`src/rtl/wfs_seq_pkg.sv`:
```
`timescale 1ns/1ps
package wfs_seq_pkg;

    typedef logic [3:0] addr_t;

    // multiplexer address codes; the sampler decodes these
    localparam addr_t A_IDLE = 4'b0000;
    localparam addr_t A_ARM  = 4'b1011;
    localparam addr_t A_READ = 4'b1101;
    localparam addr_t A_WSR  = 4'b1111;
    localparam addr_t A_WCR  = 4'b1110;
    localparam addr_t A_RSR  = 4'b1100;

    typedef enum logic [3:0] {
        ST_SETTLE, ST_IDLE, ST_CFG_WSR, ST_CFG_WCR, ST_CFG_RSR,
        ST_ARMED, ST_FREEZE, ST_ADDR, ST_LOAD, ST_GAP, ST_READ,
        ST_HANDOFF, ST_DONE
    } seq_st_e;

    typedef enum logic [1:0] {SH_IDLE, SH_LOW, SH_HIGH} sh_st_e;

    // nanoseconds to clock cycles, rounded up, at least one
    function automatic int ns_to_cycles(longint ns, longint hz);
        longint c;
        c = (ns * hz + 64'd999_999_999) / 64'd1_000_000_000;
        return (c < 1) ? 1 : int'(c);
    endfunction

endpackage

```
`src/rtl/wfs_delay_timer.sv`:
```
`timescale 1ns/1ps
module wfs_delay_timer #(
    parameter int W       = 13,
    parameter int RST_CNT = 49
) (
    input  logic         clk,
    input  logic         rst_n,
    input  logic         load,
    input  logic [W-1:0] cycles,
    output logic         expired
);
    typedef struct packed {
        logic [W-1:0] cnt;
        logic         run;
    } tmr_t;

    tmr_t q, d;

    assign expired = q.run && (q.cnt == '0);

    always_comb begin
        d = q;
        if (load) begin
            d.cnt = cycles - W'(1);
            d.run = 1'b1;
        end else if (expired) begin
            d.run = 1'b0;
        end else if (q.run) begin
            d.cnt = q.cnt - W'(1);
        end
    end

    always_ff @(posedge clk or negedge rst_n) begin
        if (!rst_n) begin
            q.cnt <= W'(RST_CNT);
            q.run <= 1'b1;
        end else begin
            q <= d;
        end
    end
endmodule

```
`src/rtl/wfs_serial_engine.sv`:
```
`timescale 1ns/1ps
module wfs_serial_engine
    import wfs_seq_pkg::*;
#(
    parameter int IDX_W     = 10,
    parameter int SR_HALF   = 1,
    parameter int STOP_BITS = 10
) (
    input  logic                 clk,
    input  logic                 rst_n,
    input  logic                 start,
    input  logic                 mode_rd,
    input  logic [IDX_W-1:0]     last,
    input  logic                 tx_bit,
    input  logic                 sr_dout,
    output logic [IDX_W-1:0]     idx,
    output logic                 sr_clk,
    output logic                 sr_din,
    output logic                 done,
    output logic [STOP_BITS-1:0] rx_word
);
    localparam int HW = $clog2(SR_HALF + 1);
    localparam logic [HW-1:0] HC_END = HW'(SR_HALF - 1);

    typedef struct packed {
        sh_st_e               st;
        logic [HW-1:0]        hc;
        logic [IDX_W-1:0]     idx;
        logic [IDX_W-1:0]     last;
        logic                 rd;
        logic                 sclk;
        logic [STOP_BITS-1:0] rx;
    } sh_t;

    sh_t q, d;
    logic fin;

    always_comb begin
        d   = q;
        fin = 1'b0;
        case (q.st)
            SH_IDLE: begin
                if (start) begin
                    d.st   = SH_LOW;
                    d.hc   = '0;
                    d.idx  = '0;
                    d.last = last;
                    d.rd   = mode_rd;
                    d.sclk = 1'b0;
                end
            end
            SH_LOW: begin
                if (q.hc == HC_END) begin
                    d.hc = '0;
                    if (q.rd) begin
                        d.rx = {q.rx[STOP_BITS-2:0], sr_dout};
                    end
                    if (q.rd && (q.idx == q.last)) begin
                        d.st = SH_IDLE;
                        fin  = 1'b1;
                    end else begin
                        d.st   = SH_HIGH;
                        d.sclk = 1'b1;
                    end
                end else begin
                    d.hc = q.hc + HW'(1);
                end
            end
            SH_HIGH: begin
                if (q.hc == HC_END) begin
                    d.hc   = '0;
                    d.sclk = 1'b0;
                    if (!q.rd && (q.idx == q.last)) begin
                        d.st = SH_IDLE;
                        fin  = 1'b1;
                    end else begin
                        d.st  = SH_LOW;
                        d.idx = q.idx + IDX_W'(1);
                    end
                end else begin
                    d.hc = q.hc + HW'(1);
                end
            end
            default: d.st = SH_IDLE;
        endcase
    end

    always_ff @(posedge clk or negedge rst_n) begin
        if (!rst_n) begin
            q.st   <= SH_IDLE;
            q.hc   <= '0;
            q.idx  <= '0;
            q.last <= '0;
            q.rd   <= 1'b0;
            q.sclk <= 1'b0;
            q.rx   <= '0;
        end else begin
            q <= d;
        end
    end

    assign idx     = q.idx;
    assign sr_clk  = q.sclk;
    assign sr_din  = (q.st != SH_IDLE) && !q.rd && tx_bit;
    assign done    = fin;
    assign rx_word = q.rx;
endmodule

```
`src/rtl/wfs_capture_seq.sv`:
```
`timescale 1ns/1ps
module wfs_capture_seq
    import wfs_seq_pkg::*;
#(
    parameter longint CLK_HZ     = 50_000_000,
    parameter longint SETTLE_NS  = 1000,
    parameter longint FREEZE_NS  = 40,
    parameter longint HOLD_NS    = 150_000,
    parameter longint LOAD_NS    = 30,
    parameter longint GAP_NS     = 30,
    parameter longint HANDOFF_NS = 350,
    parameter int     SR_HALF    = 1,
    parameter int     CFG_BITS   = 8,
    parameter logic [CFG_BITS-1:0] PAT_WSR = 8'h55,
    parameter logic [CFG_BITS-1:0] PAT_WCR = 8'hFF,
    parameter int     RSR_BITS   = 1024,
    parameter int     STOP_BITS  = 10
) (
    input  logic                 clk,
    input  logic                 rst_n,
    input  logic                 cap_req,
    input  logic                 trigger,
    input  logic                 sr_dout,
    output logic                 smp_enable,
    output logic                 smp_write,
    output logic [3:0]           mux_addr,
    output logic                 rsr_load,
    output logic                 sr_clk,
    output logic                 sr_din,
    output logic [STOP_BITS-1:0] stop_pos,
    output logic                 cap_done
);
    localparam int T_SETTLE = ns_to_cycles(SETTLE_NS, CLK_HZ);
    localparam int T_FRZ    = ns_to_cycles(FREEZE_NS, CLK_HZ);
    localparam int T_HOLD   = ns_to_cycles(HOLD_NS, CLK_HZ);
    localparam int T_LOAD   = ns_to_cycles(LOAD_NS, CLK_HZ);
    localparam int T_GAP    = ns_to_cycles(GAP_NS, CLK_HZ);
    localparam int T_HO     = ns_to_cycles(HANDOFF_NS, CLK_HZ);
    localparam int T_M1     = (T_SETTLE > T_HOLD) ? T_SETTLE : T_HOLD;
    localparam int T_M2     = (T_FRZ > T_HO) ? T_FRZ : T_HO;
    localparam int T_M3     = (T_LOAD > T_GAP) ? T_LOAD : T_GAP;
    localparam int T_M4     = (T_M1 > T_M2) ? T_M1 : T_M2;
    localparam int T_MAX    = (T_M4 > T_M3) ? T_M4 : T_M3;
    localparam int TMR_W    = $clog2(T_MAX + 1);
    localparam int IDX_W    = $clog2(RSR_BITS);
    localparam logic [CFG_BITS-1:0] ONE = CFG_BITS'(1);

    typedef struct packed {
        seq_st_e              st;
        logic                 start;
        logic [STOP_BITS-1:0] stop;
    } seq_t;

    seq_t q, d;

    logic             tmr_load, tmr_exp;
    logic [TMR_W-1:0] tmr_val;
    logic             sh_done, sh_tx, sh_rd;
    logic [IDX_W-1:0] sh_idx, sh_last, cfg_rev;
    logic [STOP_BITS-1:0] sh_rx;

    wfs_delay_timer #(
        .W       (TMR_W),
        .RST_CNT (T_SETTLE - 1)
    ) u_timer (
        .clk     (clk),
        .rst_n   (rst_n),
        .load    (tmr_load),
        .cycles  (tmr_val),
        .expired (tmr_exp)
    );

    wfs_serial_engine #(
        .IDX_W     (IDX_W),
        .SR_HALF   (SR_HALF),
        .STOP_BITS (STOP_BITS)
    ) u_serial (
        .clk     (clk),
        .rst_n   (rst_n),
        .start   (q.start),
        .mode_rd (sh_rd),
        .last    (sh_last),
        .tx_bit  (sh_tx),
        .sr_dout (sr_dout),
        .idx     (sh_idx),
        .sr_clk  (sr_clk),
        .sr_din  (sr_din),
        .done    (sh_done),
        .rx_word (sh_rx)
    );

    // serial job description for the current phase
    always_comb begin
        cfg_rev = IDX_W'(CFG_BITS - 1) - sh_idx;
        sh_rd   = (q.st == ST_READ);
        sh_tx   = 1'b0;
        sh_last = IDX_W'(CFG_BITS - 1);
        case (q.st)
            ST_CFG_WSR: sh_tx = |(PAT_WSR & (ONE << cfg_rev));
            ST_CFG_WCR: sh_tx = |(PAT_WCR & (ONE << cfg_rev));
            ST_CFG_RSR: sh_last = IDX_W'(RSR_BITS - 1);
            ST_READ:    sh_last = IDX_W'(STOP_BITS - 1);
            default:    sh_tx = 1'b0;
        endcase
    end

    // sequence control
    always_comb begin
        d        = q;
        d.start  = 1'b0;
        tmr_load = 1'b0;
        tmr_val  = TMR_W'(1);
        case (q.st)
            ST_SETTLE: if (tmr_exp) d.st = ST_IDLE;
            ST_IDLE: begin
                if (cap_req) begin
                    d.st    = ST_CFG_WSR;
                    d.start = 1'b1;
                end
            end
            ST_CFG_WSR: begin
                if (sh_done) begin
                    d.st    = ST_CFG_WCR;
                    d.start = 1'b1;
                end
            end
            ST_CFG_WCR: begin
                if (sh_done) begin
                    d.st    = ST_CFG_RSR;
                    d.start = 1'b1;
                end
            end
            ST_CFG_RSR: if (sh_done) d.st = ST_ARMED;
            ST_ARMED: begin
                if (trigger) begin
                    d.st     = ST_FREEZE;
                    tmr_load = 1'b1;
                    tmr_val  = TMR_W'(T_FRZ);
                end
            end
            ST_FREEZE: begin
                if (tmr_exp) begin
                    d.st     = ST_ADDR;
                    tmr_load = 1'b1;
                    tmr_val  = TMR_W'(T_HOLD);
                end
            end
            ST_ADDR: begin
                if (tmr_exp) begin
                    d.st     = ST_LOAD;
                    tmr_load = 1'b1;
                    tmr_val  = TMR_W'(T_LOAD);
                end
            end
            ST_LOAD: begin
                if (tmr_exp) begin
                    d.st     = ST_GAP;
                    tmr_load = 1'b1;
                    tmr_val  = TMR_W'(T_GAP);
                end
            end
            ST_GAP: begin
                if (tmr_exp) begin
                    d.st    = ST_READ;
                    d.start = 1'b1;
                end
            end
            ST_READ: begin
                if (sh_done) begin
                    d.st     = ST_HANDOFF;
                    tmr_load = 1'b1;
                    tmr_val  = TMR_W'(T_HO);
                end
            end
            ST_HANDOFF: begin
                if (tmr_exp) begin
                    d.st   = ST_DONE;
                    d.stop = sh_rx;
                end
            end
            ST_DONE: d.st = ST_IDLE;
            default: d.st = ST_IDLE;
        endcase
    end

    always_ff @(posedge clk or negedge rst_n) begin
        if (!rst_n) begin
            q.st    <= ST_SETTLE;
            q.start <= 1'b0;
            q.stop  <= '0;
        end else begin
            q <= d;
        end
    end

    // output decode
    always_comb begin
        smp_enable = (q.st != ST_SETTLE) && rst_n;
        smp_write  = (q.st == ST_ARMED);
        rsr_load   = (q.st == ST_LOAD);
        cap_done   = (q.st == ST_DONE);
        case (q.st)
            ST_CFG_WSR:                   mux_addr = A_WSR;
            ST_CFG_WCR:                   mux_addr = A_WCR;
            ST_CFG_RSR:                   mux_addr = A_RSR;
            ST_ARMED, ST_FREEZE:          mux_addr = A_ARM;
            ST_ADDR, ST_LOAD, ST_GAP,
            ST_READ:                      mux_addr = A_READ;
            default:                      mux_addr = A_IDLE;
        endcase
    end

    assign stop_pos = q.stop;
endmodule

```
`config.mk`:
```
export PLATFORM = sky130hd
export DESIGN_NAME = wfs_capture_seq
export DESIGN_NICKNAME = d
export VERILOG_FILES = /design/src/rtl/wfs_seq_pkg.sv /design/src/rtl/wfs_delay_timer.sv /design/src/rtl/wfs_serial_engine.sv /design/src/rtl/wfs_capture_seq.sv
export SDC_FILE = /design/constraint.sdc
export NUM_CORES = 1
export LEC_CHECK = 0
export BUFFER_PORTS_ARGS = -buffer_cell sky130_fd_sc_hd__buf_2
export CAP_MARGIN = 0
export CELL_PAD_IN_SITES_DETAIL_PLACEMENT = 1
export CELL_PAD_IN_SITES_GLOBAL_PLACEMENT = 1
export CORE_UTILIZATION = 48
export DETAILED_ROUTE_END_ITERATION = 6
export GPL_TIMING_DRIVEN = 0
export PLACE_DENSITY = 0.9
export SYNTH_ARGS = -nofsm -noshare
export SYNTH_HDL_FRONTEND = slang
export SYNTH_SLANG_ARGS = --single-unit
```
`constraint.sdc`:
```
create_clock -name clk -period 4.3 [get_ports clk]
set_input_delay 0.86 -clock clk [delete_from_list [all_inputs] [get_ports clk]]
set_output_delay 0.86 -clock clk [all_outputs]
set_load 0.01 [all_outputs]
```
==> flow_summary.ini <==
[global_route]
grt_usage = 0.272
grt_pass1_wl_um = 15900
grt_max_degree = 59
grt_pass1_vias = 3215
gr-total-overflow = 0
grt_antenna_before_repair = 0

[timing]
period_share = 0.932
tightestPinTransition_ns = 0.979
slew_headroom = 0.339
setup_ws_ns = 0.291
setup-tns-final_ns = 0
hold_violations = 0
fin_hold_ws_ns = 0.494
finalCriticalPeriod_ns = 4.01
fmax_mhz = 249
final_max_slew_viol_count = 0
rsz0062_at_grt = no
setup_violations = 0
finClkSkew_ns = 0.00747

[worst_setup_path]
critPathMaxStageDelay_ns = 0.51
crit_path_max_fanout = 10
cp-start-kind = flip-flop
end_kind = flip-flop
cpMostUsedCell = clkbuf_1
cp_slowest_cell = dfrtp_1
worstPathRequired_ns = 4.54
worstPathCellList = inv_1, ha_1, clkbuf_1, and4b_1, clkbuf_1, a21o_1, a21o_2, o31ai_1, ha_1, clkbuf_1, nand2_1, o21ai_1, o211a_1, a31oi_1, o221a_2
crit_type = flip-flop to flip-flop
cp_data_arrival_time_ns = 4.24

[synthesis]
yosysSeqAreaShare = 0.400
async_flop_share = 1.00
synth.distinct_cells = 68
yosys.area.top_type = dfrtp_1
avgSynthCellArea_sq_um = 9.81
synth_top_area_frac = 0.370
syn_nets = 384
ys_ff_latch = 57
synthTopCellsByArea = dfrtp_1 37%, mux2_2 7.2%, ha_1 4.9%, o21ai_0 3.1%, dfstp_2 2.9%
syn_area_sq_mm = 0.00358
synth_edf_count = 0
ys.flop_type = dfrtp_1
synth_warnings = 0
synth_cells = 365

[clock_tree]
cts_hold_buf = 0
clk_pin_slew_ns = 0.07
clk_path_buf_depth = 2
numCtsBuffers = 9
cts_num_sinks = 57
cts-root-buf = clkbuf_8
clk_latency_ns = 0.35
htreeDepth = 3
cts_tree = yes

[placed_design]
port_buffers = 24
hpwlAfterDp_um = 6350
place.gp.congestion = 0.853
pre_cts_slack_ns = 0.378

[power]
leakage_nw = 1.91
ir_worst_vdd_v = 0.000122
pwr_density_cell_mw_per_mm2 = 250

[final_layout]
syn_to_final_growth_pct = 11.6
fillCellCount = 836
fin_nets = 419
multi_input_area_sq_mm = 0.00194
antenna_cells = 0
drive_gt1_frac = 0.244
seqCellArea_sq_mm = 0.00143

[floorplan]
die-area_sq_mm = 0.00781
fp-row-count = 31
initial_utilization = 0.496
top_level_ports = 25
die_y_um = 88.4
core_sq_mm = 0.00721
die_w_um = 88.4

[routing]
vias = 3051
drt_iter0_markers = 144
drt_pass1_iterations = 4
wirelength_um = 9540
wl_per_cell_um = 18.9
route.detailed.drc = 0
drtAntennaViolNets = 0
viasPerCell = 6.05

[job]
drv_cap = 0

[run_status]
outcome = finished, final reports clean

[hold_path]
holdCritPathClass = flip-flop to flip-flop
[final timing paths]
kind                                      from                   to  slack (ns)  cells past startpoint
min in group asynchronous                rst_n      u_serial.idx[7]        0.56                      1
max in group asynchronous                rst_n  u_serial.rx_word[7]        3.25                      1
worst min register to register  u_serial.q[12]       u_serial.q[12]        0.49                      1
worst min-delay path            u_serial.q[12]       u_serial.q[12]        0.49                      1
worst max register to register           q[12]        u_timer.q[13]        0.29                     15
worst max-delay path                     q[12]        u_timer.q[13]        0.29                     15
[flip-flops by register name (all words and copies together) (netlist names)]
signal	count
q	5
u_serial.idx	10
u_timer.q	14
u_serial.rx_word	10
stop_pos	10
u_serial.q	7
u_serial.sr_clk	1
[placed cells by master (no fill, tap or decap), types with 5 or more instances in the layout]
| master | synthesis | layout |
|---|---|---|
| mux2i_1 | 5 | 5 |
| clkbuf_8 | 0 | 9 |
| nor4_1 | 7 | 7 |
| nand3_1 | 7 | 7 |
| o22ai_1 | 5 | 5 |
| or3_1 | 9 | 9 |
| buf_2 | 2 | 25 |
| nand2b_1 | 5 | 5 |
| clkbuf_1 | 12 | 12 |
| a21o_1 | 7 | 7 |
| mux2_2 | 23 | 23 |
| o21ai_0 | 22 | 21 |
| nor2_1 | 27 | 27 |
| ha_1 | 14 | 14 |
| nand2_1 | 25 | 25 |
| inv_1 | 13 | 13 |
| dfrtp_1 | 53 | 53 |
| buf_4 | 10 | 11 |
| a21oi_1 | 16 | 16 |
| nor3_1 | 10 | 10 |
[layout make-up]
class,count,share of cell area
Buffer,27,0.0391
Clock inverter,7,0.0116
Tap cell,99,0.0310
Multi-Input combinational cell,267,0.485
Timing Repair Buffer,24,0.0307
Inverter,14,0.0131
Clock buffer,9,0.0310
Sequential cell,57,0.358
[power breakdown]
group	internal, mW	switching, mW	total (mW)
combinational	0.00275	0.0117	0.0144
clock	0.207	0.242	0.449
sequential	0.537	0.000319	0.537
total	0.746	0.254	1.00
[synthesized netlist by cell type, types with 9 or more instances]
| library cell | count |
|---|---|
| inv_1 | 13 |
| buf_4 | 10 |
| nor3_1 | 10 |
| mux2_2 | 23 |
| or3_1 | 9 |
| nand2_1 | 25 |
| clkbuf_1 | 12 |
| a21oi_1 | 16 |
| o21ai_0 | 22 |
| ha_1 | 14 |
| nor2_1 | 27 |
| dfrtp_1 | 53 |
[routing by layer]
metal | global-route usage | vias up | routed length [um]
met1 | 0.339 | 1539 | 4040
met2 | 0.455 | 74 | 4850
met3 | 0.0420 | 29 | 388
met5 | 0 | - | 0
li1 | - | 1409 | -
met4 | 0.142 | 0 | 258
[per-stage QoR]
step | instances | power [mW] | instance area, sq um | utilization
after CTS | 504 | 1.01 | 4000 | 0.554
after floorplan | 365 | 0.549 | 3580 | -
after global routing | 504 | 1.03 | 4000 | 0.554
after global placement | 488 | 0.562 | 3820 | 0.530
final | 504 | 1.00 | 4000 | 0.554
after detailed placement | 488 | 0.563 | 3820 | 0.530
[worst max-delay path: cells and delay by family, from the launching register on]
kind | cells | cell delay (ns)
AOI/OAI and AO/OA | 7 | 1.78
adders and majority gates | 2 | 0.41
buffers and inverters | 4 | 0.79
DFF | 1 | 0.51
and+or+nand+nor | 2 | 0.40
[repair_timing]
| item | 4_1_cts | 5_1_grt |
|---|---|---|
| buffers inserted | 0 | 0 |
| setup endpoints to repair | 0 | 2 |
| hold endpoints to repair | 0 | 0 |
| gates resized for setup | 0 | 1 |
[logic make-up after synthesis]
group	share of synthesized area
xor gates and xnor gates	0.0171
AOI/OAI and AO/OA	0.200
and+or+nand+nor	0.183
DFF	0.400
adders and majority gates	0.0517
buffers and inverters	0.0583
muxes	0.0905
No activity file was read; power rests on OpenSTA's default activity.
